<file path="src/rtl/pw_merge_pkg.sv">
package pw_merge_pkg;

  typedef enum logic [1:0] {
    OP_FILL_HI  = 2'b00,
    OP_FILL_LO  = 2'b01,
    OP_SPILL_HI = 2'b10,
    OP_SPILL_LO = 2'b11
  } pw_op_e;

  typedef enum logic [1:0] {
    ST_IDLE  = 2'b00,
    ST_READ  = 2'b01,
    ST_MERGE = 2'b10,
    ST_RESP  = 2'b11
  } pw_state_e;

  function automatic logic op_is_spill(input pw_op_e op);
    return op[1];
  endfunction

  function automatic logic op_is_low(input pw_op_e op);
    return op[0];
  endfunction

endpackage

</file>
<file path="src/rtl/pw_load_merge.sv">
module pw_load_merge #(
  parameter int DATA_W = 32,
  localparam int NB    = DATA_W / 8,
  localparam int OFF_W = $clog2(NB)
) (
  input  logic              low_side,
  input  logic [OFF_W-1:0]  off,
  input  logic [DATA_W-1:0] reg_val,
  input  logic [DATA_W-1:0] mem_word,
  output logic [DATA_W-1:0] merged
);

  localparam int SH_W = OFF_W + 3;
  localparam logic [DATA_W-1:0] ONES = {DATA_W{1'b1}};

  logic [SH_W-1:0]   sh_hi;
  logic [SH_W-1:0]   sh_lo;
  logic [DATA_W-1:0] keep_hi;
  logic [DATA_W-1:0] keep_lo;
  logic [DATA_W-1:0] part_hi;
  logic [DATA_W-1:0] part_lo;

  // High fill moves memory up by (NB-1-off) bytes; since NB is a power
  // of two that count is simply the bitwise complement of the offset.
  assign sh_hi = {~off, 3'b000};
  assign sh_lo = {off, 3'b000};

  assign keep_hi = ~(ONES << sh_hi);
  assign keep_lo = ~(ONES >> sh_lo);

  assign part_hi = (mem_word << sh_hi) | (reg_val & keep_hi);
  assign part_lo = (mem_word >> sh_lo) | (reg_val & keep_lo);

  generate
    if (NB == 1) begin : g_single
      assign merged = mem_word;
    end else begin : g_multi
      assign merged = low_side ? part_lo : part_hi;
    end
  endgenerate

endmodule

</file>
<file path="src/rtl/pw_store_merge.sv">
module pw_store_merge #(
  parameter int DATA_W = 32,
  localparam int NB    = DATA_W / 8,
  localparam int OFF_W = $clog2(NB)
) (
  input  logic              low_side,
  input  logic [OFF_W-1:0]  off,
  input  logic [DATA_W-1:0] reg_val,
  input  logic [DATA_W-1:0] mem_word,
  output logic [DATA_W-1:0] merged
);

  localparam int SH_W = OFF_W + 3;
  localparam logic [DATA_W-1:0] ONES = {DATA_W{1'b1}};

  logic [SH_W-1:0]   sh_hi;
  logic [SH_W-1:0]   sh_lo;
  logic [DATA_W-1:0] new_hi;
  logic [DATA_W-1:0] new_lo;
  logic [DATA_W-1:0] part_hi;
  logic [DATA_W-1:0] part_lo;

  assign sh_hi = {~off, 3'b000};
  assign sh_lo = {off, 3'b000};

  // Byte lanes taken from the register; the rest keep the memory word.
  assign new_hi = ONES >> sh_hi;
  assign new_lo = ONES << sh_lo;

  assign part_hi = (reg_val >> sh_hi) | (mem_word & ~new_hi);
  assign part_lo = (reg_val << sh_lo) | (mem_word & ~new_lo);

  generate
    if (NB == 1) begin : g_single
      assign merged = reg_val;
    end else begin : g_multi
      assign merged = low_side ? part_lo : part_hi;
    end
  endgenerate

endmodule

</file>
<file path="src/rtl/pw_seq.sv">
module pw_seq
  import pw_merge_pkg::*;
#(
  parameter int ADDR_W = 32,
  parameter int DATA_W = 32,
  parameter int IDX_W  = 5
) (
  input  logic              clk,
  input  logic              rst_n,
  input  logic              req_valid,
  output logic              req_ready,
  input  pw_op_e            req_op,
  input  logic [ADDR_W-1:0] req_addr,
  input  logic [DATA_W-1:0] req_reg,
  input  logic [IDX_W-1:0]  req_dest,
  output pw_op_e            op_q,
  output logic [ADDR_W-1:0] addr_q,
  output logic [DATA_W-1:0] reg_q,
  input  logic [DATA_W-1:0] merged_in,
  output logic              mem_rd_en,
  output logic              mem_wr_en,
  input  logic              res_ready,
  output logic              res_valid,
  output logic [DATA_W-1:0] res_data,
  output logic [IDX_W-1:0]  res_dest,
  output logic              res_wr
);

  pw_state_e           state_q;
  pw_state_e           state_d;
  logic [IDX_W-1:0]    dest_q;
  logic [DATA_W-1:0]   res_q;
  logic                accept;

  assign req_ready = (state_q == ST_IDLE);
  assign accept    = req_valid && req_ready;

  always_comb begin
    state_d = state_q;
    unique case (state_q)
      ST_IDLE:  if (accept) state_d = ST_READ;
      ST_READ:  state_d = ST_MERGE;
      ST_MERGE: state_d = ST_RESP;
      ST_RESP:  if (res_ready) state_d = ST_IDLE;
      default:  state_d = ST_IDLE;
    endcase
  end

  always_ff @(posedge clk) begin
    if (!rst_n) begin
      state_q <= ST_IDLE;
      op_q    <= OP_FILL_HI;
      addr_q  <= '0;
      reg_q   <= '0;
      dest_q  <= '0;
      res_q   <= '0;
    end else begin
      state_q <= state_d;
      if (accept) begin
        op_q   <= req_op;
        addr_q <= req_addr;
        reg_q  <= req_reg;
        dest_q <= req_dest;
      end
      if (state_q == ST_MERGE) begin
        res_q <= merged_in;
      end
    end
  end

  assign mem_rd_en = (state_q == ST_READ);
  assign mem_wr_en = (state_q == ST_MERGE) && op_is_spill(op_q);
  assign res_valid = (state_q == ST_RESP);
  assign res_data  = res_q;
  assign res_dest  = dest_q;
  assign res_wr    = !op_is_spill(op_q) && (dest_q != '0);

  AST_READ_AFTER_ACCEPT: assert property (@(posedge clk) disable iff (!rst_n)
    req_valid && req_ready |=> mem_rd_en);

  AST_WRITE_AFTER_READ: assert property (@(posedge clk) disable iff (!rst_n)
    mem_wr_en |-> $past(mem_rd_en));

  AST_NO_RD_WR_OVERLAP: assert property (@(posedge clk) disable iff (!rst_n)
    !(mem_rd_en && mem_wr_en));

  AST_RESULT_HELD: assert property (@(posedge clk) disable iff (!rst_n)
    res_valid && !res_ready |=> res_valid && $stable(res_data) &&
                                $stable(res_dest) && $stable(res_wr));

  AST_BUSY_REFUSES: assert property (@(posedge clk) disable iff (!rst_n)
    (mem_rd_en || mem_wr_en || res_valid) |-> !req_ready);

endmodule

</file>
<file path="src/rtl/pw_merger.sv">
module pw_merger
  import pw_merge_pkg::*;
#(
  parameter int ADDR_W = 32,
  parameter int DATA_W = 32,
  parameter int IDX_W  = 5
) (
  input  logic              clk,
  input  logic              rst_n,
  input  logic              req_valid,
  output logic              req_ready,
  input  logic [1:0]        req_op,
  input  logic [ADDR_W-1:0] req_addr,
  input  logic [DATA_W-1:0] req_reg,
  input  logic [IDX_W-1:0]  req_dest,
  output logic              mem_rd_en,
  output logic              mem_wr_en,
  output logic [ADDR_W-1:0] mem_addr,
  output logic [DATA_W-1:0] mem_wr_data,
  input  logic [DATA_W-1:0] mem_rd_data,
  output logic              res_valid,
  input  logic              res_ready,
  output logic [DATA_W-1:0] res_data,
  output logic [IDX_W-1:0]  res_dest,
  output logic              res_wr
);

  localparam int NB    = DATA_W / 8;
  localparam int OFF_W = $clog2(NB);

  pw_op_e            op_q;
  logic [ADDR_W-1:0] addr_q;
  logic [DATA_W-1:0] reg_q;
  logic [OFF_W-1:0]  off;
  logic [DATA_W-1:0] fill_word;
  logic [DATA_W-1:0] spill_word;
  logic [DATA_W-1:0] merged;

  assign off      = addr_q[OFF_W-1:0];
  assign mem_addr = {addr_q[ADDR_W-1:OFF_W], {OFF_W{1'b0}}};

  pw_seq #(
    .ADDR_W (ADDR_W),
    .DATA_W (DATA_W),
    .IDX_W  (IDX_W)
  ) u_seq (
    .clk       (clk),
    .rst_n     (rst_n),
    .req_valid (req_valid),
    .req_ready (req_ready),
    .req_op    (pw_op_e'(req_op)),
    .req_addr  (req_addr),
    .req_reg   (req_reg),
    .req_dest  (req_dest),
    .op_q      (op_q),
    .addr_q    (addr_q),
    .reg_q     (reg_q),
    .merged_in (merged),
    .mem_rd_en (mem_rd_en),
    .mem_wr_en (mem_wr_en),
    .res_ready (res_ready),
    .res_valid (res_valid),
    .res_data  (res_data),
    .res_dest  (res_dest),
    .res_wr    (res_wr)
  );

  pw_load_merge #(.DATA_W(DATA_W)) u_fill (
    .low_side (op_is_low(op_q)),
    .off      (off),
    .reg_val  (reg_q),
    .mem_word (mem_rd_data),
    .merged   (fill_word)
  );

  pw_store_merge #(.DATA_W(DATA_W)) u_spill (
    .low_side (op_is_low(op_q)),
    .off      (off),
    .reg_val  (reg_q),
    .mem_word (mem_rd_data),
    .merged   (spill_word)
  );

  assign merged      = op_is_spill(op_q) ? spill_word : fill_word;
  assign mem_wr_data = spill_word;

  AST_ADDR_ALIGNED: assert property (@(posedge clk) disable iff (!rst_n)
    (mem_rd_en || mem_wr_en) |-> mem_addr[OFF_W-1:0] == '0);

  AST_ZERO_DEST_NO_WRITE: assert property (@(posedge clk) disable iff (!rst_n)
    res_valid && res_wr |-> res_dest != '0);

  AST_WRITE_DATA_RETURNED: assert property (@(posedge clk) disable iff (!rst_n)
    mem_wr_en |=> res_valid && res_data == $past(mem_wr_data));

endmodule

</file>
<file path="config.mk">
export PLATFORM = sky130hd
export DESIGN_NAME = pw_merger
export DESIGN_NICKNAME = d
export VERILOG_FILES = /design/src/rtl/pw_merge_pkg.sv /design/src/rtl/pw_load_merge.sv /design/src/rtl/pw_store_merge.sv /design/src/rtl/pw_seq.sv /design/src/rtl/pw_merger.sv
export SDC_FILE = /design/constraint.sdc
export NUM_CORES = 1
export LEC_CHECK = 0
export ABC_AREA = 1
export BUFFER_PORTS_ARGS = -buffer_cell sky130_fd_sc_hd__buf_2
export CAP_MARGIN = 20
export CORE_AREA = 3 3 139 141
export CTS_BUF_LIST = sky130_fd_sc_hd__clkbuf_16
export DETAILED_ROUTE_END_ITERATION = 6
export DIE_AREA = 0 0 142 144
export PLACE_DENSITY = 0.77
export SYNTH_ARGS = -nofsm -noshare
export SYNTH_HDL_FRONTEND = slang
export SYNTH_SLANG_ARGS = --single-unit
</file>
<file path="constraint.sdc">
create_clock -name clk -period 1.4 [get_ports clk]
set_input_delay 0.28 -clock clk [delete_from_list [all_inputs] [get_ports clk]]
set_output_delay 0.28 -clock clk [all_outputs]
set_load 0.02 [all_outputs]
</file>
# After elaboration in Yosys (flattened, before gate mapping)
# Cells that the tools add are included.
[classes] n_eq_ne=5 shift=8 mux=6 bitwise=13 reduce_logical=7
[op_table] operator="bitwise AND 32 bit" n=4
[op_table] operator="inverter 32 bit" n=4
[op_table] operator="bitwise OR 32 bit" n=4
[op_table] operator="2-to-1 mux 32 bit" n=3
[op_table] operator="<< shifter 32 x 5 -> 32 bit" n=2
[op_table] operator="<< shifter 32 x 5 -> 32 bit (first input constant)" n=2
[op_table] operator="right shift 32 x 5 -> 32 bit" n=2
[op_table] operator="right shift 32 x 5 -> 32 bit (first input constant)" n=2
[op_table] operator="one-hot mux 2 bit (4 select lines)" n=1
[op_table] operator="nonzero test 5 bit" n=1
[op_table] operator="equality test 2 bit (second input constant)" n=2
[op_table] operator="2-to-1 mux 2 bit" n=2
[op_table] operator="logical AND 1 bit" n=3
[op_table] operator="equality test 2 x 1 -> 1 bit (second input constant)" n=1
[op_table] operator="logical NOT 2 bit" n=1
[op_table] operator="!= test 2 x 1 -> 1 bit (second input constant)" n=1
[op_table] operator="!= test 2 bit (second input constant)" n=1
[op_table] operator="inverter 2 bit" n=1
[op_table] operator="AND reduction 2 bit" n=1
[op_table] operator="logical NOT 1 bit" n=1
[word_totals] ff_bits=105 inputBits=107 output_inout_bits=106 elab_cells=45

# Depth between registers and ports, before layout
[depth] depth_word=7 mapped_depth=11

# By module
# From an unflattened synthesis, not the netlist that was laid out.
[unflattened] cells_unflattened=1276 hier_area_um2=7526.0
[by_module_without_submodules] mod="pw_seq" instances=1 cells_each=476 area_per_inst_um2=3802.4 seq_area_each_um2=2102.0
[by_module_without_submodules] mod="pw_load_merge" instances=1 cells_each=346 area_per_inst_um2=1651.6 seq_area_each_um2=0.0
[by_module_without_submodules] mod="pw_store_merge" instances=1 cells_each=347 area_per_inst_um2=1561.5 seq_area_each_um2=0.0
[by_module_without_submodules] mod="pw_merger" instances=1 cells_each=107 area_per_inst_um2=510.5 seq_area_each_um2=0.0

# Worst setup path after synthesis
# OpenSTA, ideal clock, no wires.
[synth_timing] kind="reg2reg" from="reg u_seq.state_q[0]" to="reg u_seq.addr_q[26]" setup_time_ns=0.064 t_arrival_ns=1.551 required_ns=1.336 slack_ns=-0.215 path_stages_with_launch=9 path_buffers=2 synth_period_minus_slack_ns=1.615 path_cell_list="dfxtp_1 -> inv_1 -> ha_1 -> nand2_1 -> inv_1 -> buf_2 -> buf_1 -> nor2_1 -> nor2_1"
[synth_between] elab_chain_cells=2
[synth_lines] element="from (decl)" line="pw_seq.sv:29" text="pw_state_e state_q;"
[synth_lines] element="from (signal assigned)" line="pw_seq.sv:58" text="state_q <= state_d;"
[synth_lines] element="logical NOT 2 bit" line="pw_seq.sv:35" text="assign req_ready = (state_q == ST_IDLE);"
[synth_lines] element="via req_ready" line="pw_merger.sv:11" text="output logic req_ready,"
[synth_lines] element="logical AND 1 bit" line="pw_seq.sv:36" text="assign accept = req_valid && req_ready;"
[synth_lines] element="to (signal assigned)" line="pw_seq.sv:61" text="addr_q <= req_addr;"
[synth_lines] element="to (decl)" line="pw_seq.sv:17" text="output logic [ADDR_W-1:0] addr_q,"
# The timed path passes the listed nets, and every way through them passes these cells.
# A chain may end at the register's enable or synchronous reset.

# Worst setup path in the final report
[layout_timing] from="reg u_seq.addr_q[0]" to="out mem_wr_data[11]"
[layout_between] elab_chain_cells=6
[layout_lines] element="inverter 2 bit" line="pw_store_merge.sv:23" text="assign sh_hi = {~off, 3'b000};"
[layout_lines] element="right shift 32 x 5 -> 32 bit" line="pw_store_merge.sv:27" text="assign new_hi = ONES >> sh_hi;"
[layout_lines] element="inverter 32 bit" line="pw_store_merge.sv:30" text="assign part_hi = (reg_val >> sh_hi) | (mem_word & ~new_hi);"
[layout_lines] element="bitwise AND 32 bit" line="pw_store_merge.sv:30"
[layout_lines] element="bitwise OR 32 bit" line="pw_store_merge.sv:30"
[layout_lines] element="2-to-1 mux 32 bit (*)" line="pw_store_merge.sv:37" text="assign merged = low_side ? part_lo : part_hi;"
[layout_lines] element="to (decl)" line="pw_merger.sv:19" text="output logic [DATA_W-1:0] mem_wr_data,"
# Mark *: on every way between the ends. The rest lies on a longest branch, timed or not.

==> summary.txt <==
Outcome
  – Status: finished with violations
  – Failing checks: design-rule violations, negative setup slack

Worst setup path
  – FF-to-FF Start: u_seq.addr_q[0]
  – Setup CP Type: reg -> out
  – Worst Path Required: 1120 ps
  – Worst setup SP type: flip-flop
  – Reg2reg setup slack: -220 ps
  – Setup crit start: u_seq.addr_q[0]
  – Crit path to: mem_wr_data[11]
  – RR Endpoint: u_seq.res_data[29]
  – CP max FO: 22
  – Critical Path AT: approximately 1800 ps
  – R2R depth: 11
  – Crit end category: output pin

Power
  – Cell Pwr Density: just over 2000 nW/µm²
  – Clk pwr share: a little over a tenth
  – Post-layout power: around 24 mW
  – LEAKAGE: 5.99 nW
  – Worst IR drop on VDD: 0.903 mV
  – Sequential Power Share: between 20 and 25%
  – Cell-internal power: ~12 mW
  – Sw Ratio: between 40% and 50%
  – Combinational share of power: 68.8%
  – Net switching power: 11.4 mW

Global route
  – Total congestion overflow: 0
  – Initial antenna violation count: 2
  – First-pass GRT wire length: 43900 µm
  – Vias in the first global route: 8727
  – GRT Util Overall: a little over a quarter
  – Largest net degree at the start of global routing: 56

Floorplanning
  – # rows: 49
  – Die extent in x: 142 µm
  – Height of the die: 144 µm
  – Core area: roughly 18000 µm²
  – Num ports: 213
  – Initial Utilization: 40.2%
  – Die Area: between 20000 and 25000 µm²

Synth
  – Yosys warns: 0
  – Syn Inst Count: approximately 1.2k
  – Mapped Area: just over 7000 µm²
  – Post-synthesis sequential area ratio: roughly 29%
  – Synthesized flop and latch total: around 110
  – Syn_area_per_cell: 5.97 µm²
  – Netlist cell types: 29

Timing
  – Max Clock Freq: between 400 and 500 MHz
  – Final Max Slew Viols: 0
  – Final Cycle Share: 145%
  – Final worst setup slack: -630 ps
  – Min cycle time layout: 2030 ps
  – Clock skew: 15.4 ps
  – Setup violators final: 116
  – Fin. Hold Viols: 0
  – RSZ-0062 raised after global routing: true

Routing
  – Via Count: roughly 9.9k
  – Final ANT Viol Nets: 0
  – DR WL/cell: around 19 µm
  – Detailed Route Iter0 Violations: 1133
  – Avg Vias per Cell: 5.70
  – Final wirelength: 32700 µm
  – First drt pass iteration count: 7
  – DRC viols: 12

Final layout
  – Area Overhead vs Synth: 60.3%
  – Final Util: 64.5%
  – NumNets Final: 1609
  – Layout cells sized above 1: 45.9%
  – Commonest cells after routing, fill and taps aside: 309 x nand2_1, 178 x buf_2, 152 x nand3_1
  – Reg area: 2120 µm²
  – Most common cell after layout, fill and taps aside: nand2_1
  – Layout fillers: 1444
  – Footprint of the multi-input gates: 5400 µm²
  – Final Non-Filler Cells: 1732

Clock tree
  – Number of H-tree levels: 3
  – CTS Root Cell: clkbuf_16
  – CTS tree: built
  – Cts bufs inserted: 9
  – Worst-path clk slew: 80 ps
  – Max clock buf depth: 2
  – Clk sinks: between 100 and 150
  – Skew-Pair Late Insertion Delay: 370 ps
  – Hold buffer count at CTS: 0

Placed design
  – Port bufs: between 200 and 250
  – HPWL after DPL: 20000 µm
  – Gpl congestion: 0.973
  – Placed cell count: 1667

Min path
  – HP Class: in -> reg

Flow run
  – Max-cap violations: 0
## area by class of cell
cell class | count | area share, %
Multi-Input combinational cell | 934 | 46.3
Timing Repair Buffer | 379 | 27.9
Sequential cell | 105 | 18.2
Inverter | 66 | 2.67
Tap cell | 229 | 2.46
Clock buffer | 9 | 1.93
Clock inverter | 7 | 0.450
Timing Repair inverter | 2 | 0.172
Antenna cell | 1 | 0.0214
## routing by layer
layer	up-vias	part of all wire [%]	track usage, %
met3	172	14	9.26
met4	4	5.4	11.0
met1	4455	36	33.5
met2	750	45	43.0
met5	-	0.064	0
li1	4492	-	-
## stage by stage
stage | TNS (ps) | worst slack [ps] | instance area (µm²) | hold slack [ps]
after detailed placement | -7860 | -198 | 9220 | 466
after CTS | -18670 | -523 | 10300 | 151
after floorplan | -1200 | -29.6 | 7340 | 447
after global placement | -6670 | -181 | 9220 | 457
final | -23370 | -630 | 11700 | 154
after global routing | -30550 | -675 | 11700 | 173
## worst max-delay path, cell delays in order (launching register included)
cell and delay, ps:
dfxtp_4 390, inv_6 120, buf_12 170, nand2_1 110
nand2_1 100, nand2_1 50, nand2_1 100, and2_4 170
buf_2 160
## kinds of logic (layout without fill, tap and decap cells)
kind of cell / after synthesis / after routing / synth area share, %
compound gates: 168 / 168 / 13.0
flops: 105 / 105 / 28.9
buf+inv: 182 / 463 / 12.9
fa+ha+maj: 5 / 5 / 0.860
simple gates: 759 / 759 / 44.2
other cells: 1 / 3 / 0.0515
## Yosys cell counts (all sizes together)
master / number / area (µm²)
or2: 1 / 6.26
conb: 1 / 3.75
o211ai: 16 / 160
inv: 64 / 240
nand3: 214 / 1090
o21ai: 72 / 360
nor2: 97 / 372
a211oi: 1 / 7.51
dfxtp: 105 / 2100
a21oi: 69 / 345
nor3: 1 / 5.00
clkinv: 2 / 7.51
clkbuf: 29 / 109
a21boi: 8 / 60.1
ha: 5 / 62.6
and2: 24 / 150
o41ai: 1 / 8.76
buf: 87 / 584
o22ai: 1 / 6.26
nand2: 422 / 1600
## registers in the layout (all words and copies together) (netlist names)
| register | cells |
|---|---|
| u_seq.reg_q | 32 |
| u_seq.res_data | 32 |
| u_seq.addr_q | 32 |
| u_seq.state_q | 2 |
| u_seq.res_dest | 5 |
| u_seq.op_q | 2 |
## power groups by stage
stage          registers (mW)  clock network (mW)  logic (mW)
2_1_floorplan            4.64                   0        7.31
3_3_place_gp             4.49                   0        11.4
3_5_place_dp             4.53                   0        11.5
4_1_cts                  4.56                2.61        13.1
5_1_grt                  4.85                2.71        17.2
6_report                 4.79                2.56        16.2
## repair_timing
action,4_1_cts,5_1_grt
buffers inserted,17,18
resized for setup,165,321
hold endpoints to repair,0,0
pin swaps,29,72
gates cloned,7,11
setup endpoints to repair,105,120
## worst min path at each step
| stage | slack (ps) | cells past startpoint | endpoint | startpoint |
|---|---|---|---|---|
| floorplan | 450 | 2 | u_seq.addr_q[10] | req_addr[10] |
| global placement | 460 | 2 | u_seq.addr_q[12] | u_seq.addr_q[12] |
| detailed placement | 470 | 2 | u_seq.addr_q[20] | u_seq.addr_q[20] |
| CTS | 150 | 3 | u_seq.addr_q[11] | req_addr[11] |
| global route | 170 | 3 | u_seq.reg_q[15] | req_reg[15] |
| finish | 150 | 3 | u_seq.addr_q[23] | req_addr[23] |
Power figures use the tool's default switching activity.
